==> config.mk <==
export PLATFORM = sky130hd
export DESIGN_NAME = lane_stress_gen
export DESIGN_NICKNAME = d
export VERILOG_FILES = /design/src/rtl/lane_stress_pkg.sv /design/src/rtl/lsg_pattern_engine.sv /design/src/rtl/lsg_err_bank.sv /design/src/rtl/lane_stress_gen.sv
export SDC_FILE = /design/constraint.sdc
export NUM_CORES = 1
export LEC_CHECK = 0
export ABC_AREA = 1
export ABC_CLOCK_PERIOD_IN_PS = 2700
export BUFFER_PORTS_ARGS = -buffer_cell sky130_fd_sc_hd__buf_2
export CORE_ASPECT_RATIO = 2
export CORE_MARGIN = 2
export CORE_UTILIZATION = 51
export CTS_CLUSTER_SIZE = 20
export DETAILED_ROUTE_END_ITERATION = 16
export PLACE_DENSITY = 0.74
export SLEW_MARGIN = 30
export SYNTH_ARGS = -nofsm -noshare
export SYNTH_HDL_FRONTEND = slang
export SYNTH_SLANG_ARGS = --single-unit
==> constraint.sdc <==
create_clock -name clk -period 2.7 [get_ports clk]
set_input_delay 0 -clock clk [delete_from_list [all_inputs] [get_ports clk]]
set_output_delay 0 -clock clk [all_outputs]
set_load 0.02 [all_outputs]
==> src/rtl/lane_stress_pkg.sv <==
package lane_stress_pkg;

    localparam int VIC_W  = 7;
    localparam int AGG_W  = 15;
    localparam int SEED_W = AGG_W;

    function automatic logic [VIC_W-1:0] vic_step(input logic [VIC_W-1:0] s);
        return {s[VIC_W-2:0], s[VIC_W-1] ^ s[VIC_W-2]};
    endfunction

    function automatic logic [AGG_W-1:0] agg_step(input logic [AGG_W-1:0] s);
        return {s[AGG_W-2:0], s[AGG_W-1] ^ s[AGG_W-2]};
    endfunction

    function automatic logic [VIC_W-1:0] vic_seed(input logic [SEED_W-1:0] s);
        return (s[VIC_W-1:0] == '0) ? VIC_W'(1) : s[VIC_W-1:0];
    endfunction

    function automatic logic [AGG_W-1:0] agg_seed(input logic [SEED_W-1:0] s);
        return (s == '0) ? AGG_W'(1) : s;
    endfunction

endpackage

==> src/rtl/lsg_pattern_engine.sv <==
module lsg_pattern_engine
    import lane_stress_pkg::*;
#(
    parameter int LANES  = 8,
    parameter int INTV_W = 16
) (
    input  logic                 clk,
    input  logic                 rst_n,
    input  logic                 load_i,
    input  logic                 step_i,
    input  logic [SEED_W-1:0]    seed_i,
    input  logic [INTV_W-1:0]    interval_i,
    output logic [LANES-1:0]     pat_o,
    output logic                 wrap_o
);

    localparam int IDX_W = (LANES > 1) ? $clog2(LANES) : 1;
    localparam logic [IDX_W-1:0] LAST_LANE = IDX_W'(LANES - 1);

    typedef struct packed {
        logic [VIC_W-1:0]  vic;
        logic [AGG_W-1:0]  agg;
        logic [IDX_W-1:0]  victim;
        logic [INTV_W-1:0] dwell;
    } eng_t;

    eng_t q, d;
    logic [INTV_W-1:0] dwell_last;
    logic              wrap_d;

    always_comb begin
        d          = q;
        wrap_d     = 1'b0;
        dwell_last = (interval_i == '0) ? '0 : interval_i - INTV_W'(1);
        if (load_i) begin
            d.vic    = vic_seed(seed_i);
            d.agg    = agg_seed(seed_i);
            d.victim = '0;
            d.dwell  = '0;
        end else if (step_i) begin
            d.vic = vic_step(q.vic);
            d.agg = agg_step(q.agg);
            if (q.dwell >= dwell_last) begin
                d.dwell = '0;
                if (q.victim == LAST_LANE) begin
                    d.victim = '0;
                    wrap_d   = 1'b1;
                end else begin
                    d.victim = q.victim + IDX_W'(1);
                end
            end else begin
                d.dwell = q.dwell + INTV_W'(1);
            end
        end
    end

    always_ff @(posedge clk or negedge rst_n) begin
        if (!rst_n) begin
            q.vic    <= VIC_W'(1);
            q.agg    <= AGG_W'(1);
            q.victim <= '0;
            q.dwell  <= '0;
        end else begin
            q <= d;
        end
    end

    assign wrap_o = wrap_d;

    for (genvar l = 0; l < LANES; l++) begin : g_lane
        localparam logic INV = 1'(l % 2);
        assign pat_o[l] = (q.victim == IDX_W'(l)) ? q.vic[VIC_W-1]
                                                   : (q.agg[AGG_W-1] ^ INV);
    end

endmodule

==> src/rtl/lsg_err_bank.sv <==
module lsg_err_bank #(
    parameter int LANES = 8,
    parameter int ERR_W = 16
) (
    input  logic                   clk,
    input  logic                   rst_n,
    input  logic                   clr_i,
    input  logic                   en_i,
    input  logic [LANES-1:0]       mism_i,
    output logic [LANES*ERR_W-1:0] cnt_o
);

    localparam logic [ERR_W-1:0] CNT_MAX = '1;

    logic [LANES-1:0][ERR_W-1:0] cnt_q, cnt_d;

    always_comb begin
        cnt_d = cnt_q;
        for (int l = 0; l < LANES; l++) begin
            if (clr_i) begin
                cnt_d[l] = '0;
            end else if (en_i && mism_i[l] && cnt_q[l] != CNT_MAX) begin
                cnt_d[l] = cnt_q[l] + ERR_W'(1);
            end
        end
    end

    always_ff @(posedge clk or negedge rst_n) begin
        if (!rst_n) cnt_q <= '0;
        else        cnt_q <= cnt_d;
    end

    assign cnt_o = cnt_q;

endmodule

==> src/rtl/lane_stress_gen.sv <==
module lane_stress_gen
    import lane_stress_pkg::*;
#(
    parameter int LANES  = 8,
    parameter int INTV_W = 16,
    parameter int LAT_W  = 4,
    parameter int ERR_W  = 16
) (
    input  logic                   clk,
    input  logic                   rst_n,
    input  logic                   start_i,
    input  logic                   stop_i,
    input  logic [SEED_W-1:0]      seed_i,
    input  logic [INTV_W-1:0]      interval_i,
    input  logic [LAT_W-1:0]       lat_i,
    input  logic [LANES-1:0]       rx_data_i,
    output logic [LANES-1:0]       tx_data_o,
    output logic [LANES*ERR_W-1:0] err_cnt_o,
    output logic                   done_o
);

    typedef struct packed {
        logic              run;
        logic [LAT_W-1:0]  wait_cnt;
        logic [INTV_W-1:0] interval;
        logic              done;
    } ctl_t;

    ctl_t q, d;

    logic             gen_step, chk_step;
    logic             gen_wrap, chk_wrap;
    logic [LANES-1:0] gen_pat, chk_pat;

    always_comb begin
        d        = q;
        gen_step = q.run && !stop_i && !start_i;
        chk_step = gen_step && (q.wait_cnt == '0);
        d.done   = gen_wrap;
        if (start_i) begin
            d.run      = 1'b1;
            d.wait_cnt = lat_i;
            d.interval = interval_i;
            d.done     = 1'b0;
        end else if (stop_i) begin
            d.run = 1'b0;
        end else if (q.run && q.wait_cnt != '0) begin
            d.wait_cnt = q.wait_cnt - LAT_W'(1);
        end
    end

    always_ff @(posedge clk or negedge rst_n) begin
        if (!rst_n) begin
            q.run      <= 1'b0;
            q.wait_cnt <= '0;
            q.interval <= '0;
            q.done     <= 1'b0;
        end else begin
            q <= d;
        end
    end

    lsg_pattern_engine #(.LANES(LANES), .INTV_W(INTV_W)) u_gen_eng (
        .clk        (clk),
        .rst_n      (rst_n),
        .load_i     (start_i),
        .step_i     (gen_step),
        .seed_i     (seed_i),
        .interval_i (q.interval),
        .pat_o      (gen_pat),
        .wrap_o     (gen_wrap)
    );

    lsg_pattern_engine #(.LANES(LANES), .INTV_W(INTV_W)) u_chk_eng (
        .clk        (clk),
        .rst_n      (rst_n),
        .load_i     (start_i),
        .step_i     (chk_step),
        .seed_i     (seed_i),
        .interval_i (q.interval),
        .pat_o      (chk_pat),
        .wrap_o     (chk_wrap)
    );

    lsg_err_bank #(.LANES(LANES), .ERR_W(ERR_W)) u_err (
        .clk    (clk),
        .rst_n  (rst_n),
        .clr_i  (start_i),
        .en_i   (chk_step),
        .mism_i (rx_data_i ^ chk_pat),
        .cnt_o  (err_cnt_o)
    );

    assign tx_data_o = gen_pat;
    assign done_o    = q.done;

endmodule

==> impl_results.md <==
- Rel. slew slack: 36.18%
- Clock insertion delay at the later pin of the skew report: 0.54 ns
- # rows: 88
- Leakage dissipation: 8.763 nW
- Pin count of the biggest net entering global routing: 94
- Setup WS post-layout: -0.05080 ns
- CTS tree: yes
- R2R Path Start: q[11]
- Synthesis-stage register bit count: 232
- Post-route ant nets: 0
- Clock power frac: 41.5%
- Wirelength per Cell: 15.46 um
- Vias: 13.97k
- P_int: 0.006259 W
- Yosys warns: 0
- Hold Fails Final Rpt: 0
- Avg Inst Size Synth: 7.557 sq um
- DIE AREA: 30,340 sq um
- Capturing point of the worst reg2reg path: u_chk_eng.q[15]
- R2R cell count: 15
- Slew of the pin with the lowest slew margin: 0.9573 ns
- Netlist Area Pre-Place: 14,730 sq um
- DIE HEIGHT: 244.3 um
- Outcome: complete, but fails checks
- Share of layout cells above drive strength 1: 20.05%
- Vias in the first global route: 12.90k
- DP Worst Slack: -0.09039 ns
- Final period utilization: 101.9%
- HP Class: input pin to async pin
- I/O Buffers: 183
- Sink Count: 232
- Critical path peak fanout: 6
- TritonRoute pass-1 iters: 5
- Failing checks: setup timing
- Sequential share of power: 43.5%
- Gate power share: 14.9%
- R2R Setup Slk: -0.05 ns
- Post-synth ARST share: 100.0%
- Final setup violation count: 6
- RSZ-0062 raised after global routing: true
- Fin nets: 2,291
- Pins Over Slew Limit: 0
- CP endpoint kind: flip-flop
- WP data arrival: 3.22 ns
- Layout area overhead: 21.18%
- RePlAce Congestion: 0.9271
- Fmax: 363.5 MHz
- Num CTS Buffers: 24
- Root Buffer: clkbuf_16
- Crit path time final: 2.751 ns
- Initial Util: 51.45%
- Top_reg_cell synth: dfrtp_1
- Worst vdd ir: 0.4867 mV
- Final wirelength: 39,660 um
- DRC viols: 0
- Ports: 184
- Critical path destination: u_chk_eng.q[15]
- Placed Instances: 2,464
- EDFF count, synth: 0
- Worst clock skew: 0.01435 ns
- Largest cells by area after synthesis: dfrtp_1, nand2_1, nand3_1, nor2_1, xor2_1
- CTS max path bufs: 3
- H-tree depth: 1
- Area after DPL: 16,030 sq um
- Via/cell ratio: 5.444
- Max-Cap Viols: 0
- Crit path kind: flip-flop to flip-flop
- Final Cell Area: 17,850 sq um
- DP Wirelength: 26,510 um
- Power Total: 0.008712 W
- Startpoint Class: flip-flop
- Initial antenna violation count: 2
- DRT iter0 DRCs: 1,097
- Crit. Startpoint: q[11]
- Synth cell types: 56
- GRT Residual Overflow: 0
- Gate count of the mapped netlist: 1,949
- Layout Cells excl Fill: 2,566
- Clock transition at the registers of the reported paths: 0.07 ns
- Syn_nets: 2,053
- Hold WS: 0.06658 ns
- Die Wd: 124.2 um
- Core ar.: 28,630 sq um
- First-pass GRT wire length: 64,100 um
- Leading area contributor after synthesis: dfrtp_1
- Switch Pwr: 0.002453 W
- CP required: 3.17 ns
- Register area share after synthesis: 39.45%
- Gr usage total: 25.75%
- Switching share of power: 28.15%
- Power density over cell area: 488.1 nW/um^2
- Synth top area share: 38.74%
worst min path at each step:
stage / slack [ns] / endpoint / start
2_1_floorplan: -0.30 / done_o / rst_n
3_3_place_gp: 0.08 / q[15] / rst_n
3_5_place_dp: 0.07 / q[11] / rst_n
4_1_cts: 0.09 / q[7] / rst_n
5_1_grt: 0.14 / q[7] / rst_n
6_report: 0.07 / q[7] / rst_n
power groups by stage:
stage	Sequential [W]	Clock (W)	Combinational, W
after floorplan	0.00381	0	0.000800
after global placement	0.00383	0	0.00112
after detailed placement	0.00383	0	0.00114
after CTS	0.00377	0.00369	0.00121
after global routing	0.00381	0.00382	0.00147
final	0.00379	0.00362	0.00130
synth_stat cells, types with 2 or more instances:
cell type    n
a21oi_1     40
a22oi_1      6
a31oi_1     10
and3_1       2
buf_1        5
buf_2       26
buf_4        3
buf_6       12
clkbuf_1    16
clkbuf_2     2
dfrtp_1    228
dfstp_2      4
ha_1        57
inv_1      150
inv_2       14
nand2_1    503
nand2_2     22
nand2_4      7
nand3_1    197
nand3_2      2
nand3_4      2
nand3b_1    12
nand4_1     43
nor2_1     254
nor2_2       7
nor2_4       3
nor2b_1      2
nor3_1      30
nor3_2       7
nor3b_1      6
nor4_1       4
o211ai_1    11
o21ai_0     78
o21ai_1     12
o21ai_2     14
o221ai_1    12
o22ai_1      3
o31ai_1      4
or2_2        2
xnor2_1     15
xor2_1     107
worst max-delay path, stage by stage (launching register included):
cell and delay [ns]:
dfrtp_2 0.47, nor2_1 0.23, nand2_1 0.10, nor4_2 0.26
nand2_1 0.20, nand3_1 0.17, ha_1 0.26, nand2_2 0.09
inv_2 0.04, o21ai_1 0.06, nand3_1 0.10, nor2_2 0.14
nand2_2 0.09, nand2_4 0.11, clkinvlp_4 0.21, nor2_1 0.15
cell usage in the layout (no fill, tap or decap), types with 7 or more instances in the layout:
master,instances
a21oi_1,37
a31oi_1,10
buf_2,181
buf_4,38
clkbuf_16,25
dfrtp_1,222
dlygate4sd3_1,47
ha_1,49
ha_4,7
inv_1,139
inv_2,22
nand2_1,489
nand2_2,33
nand2_4,9
nand3_1,189
nand3_2,7
nand3b_1,12
nand4_1,43
nor2_1,232
nor2_2,21
nor2_4,11
nor3_1,28
nor3_2,7
o211ai_1,11
o21ai_0,74
o21ai_1,15
o21ai_2,15
o221ai_1,12
xnor2_1,15
xor2_1,106
area by class of cell:
class                   instances  area, sq um
inverters                     167        650.6
repair inverters                2        16.27
clock inverters                10        131.4
fillers                      2485        10780
multi-input cells            1485         8267
repair buffers                275         1793
flip-flops and latches        232         5818
well taps                     360        450.4
clock buffers                  34        719.4
diodes                          1        2.502
cell families (layout without fill, tap and decap cells):
logic type	Yosys count	in the layout	share of synthesized area, %
and+or+nand+nor	1108	1108	33.34
other	0	1	0
adders and majority gates	57	57	4.842
AOI/OAI and AO/OA	198	198	8.113
xor gates and xnor gates	122	122	7.255
DFF	232	232	39.45
buffers and inverters	232	488	7.000
through the flow:
step                      util (%)  TNS, ns
after floorplan                  -        0
after global placement       56.00  -0.1137
after detailed placement     56.00   -1.625
after CTS                    60.80        0
after global routing         62.34   -2.389
final                        62.35  -0.1286
layer usage:
metal	global-route usage [%]	routed length (um)	vias up
li1	-	-	6856
met1	36.02	17090	6612
met2	41.96	19260	442
met3	3.615	2560	58
met4	6.213	743	2
met5	0	7	-
state kept, by name, summed over array words and instances (netlist names):
signal / count
u_err.cnt_o: 128
u_gen_eng.q: 41
u_chk_eng.q: 41
q: 21
done_o: 1
timing repair:
item	CTS	global route
gates resized for setup	9	102
setup endpoints to repair	31	37
buffers inserted	1	8
pin swaps	2	27
endpoints found under the hold margin	175	0
hold buffers	47	0
gates cloned	1	1
No activity file was read; power rests on OpenSTA's default activity.
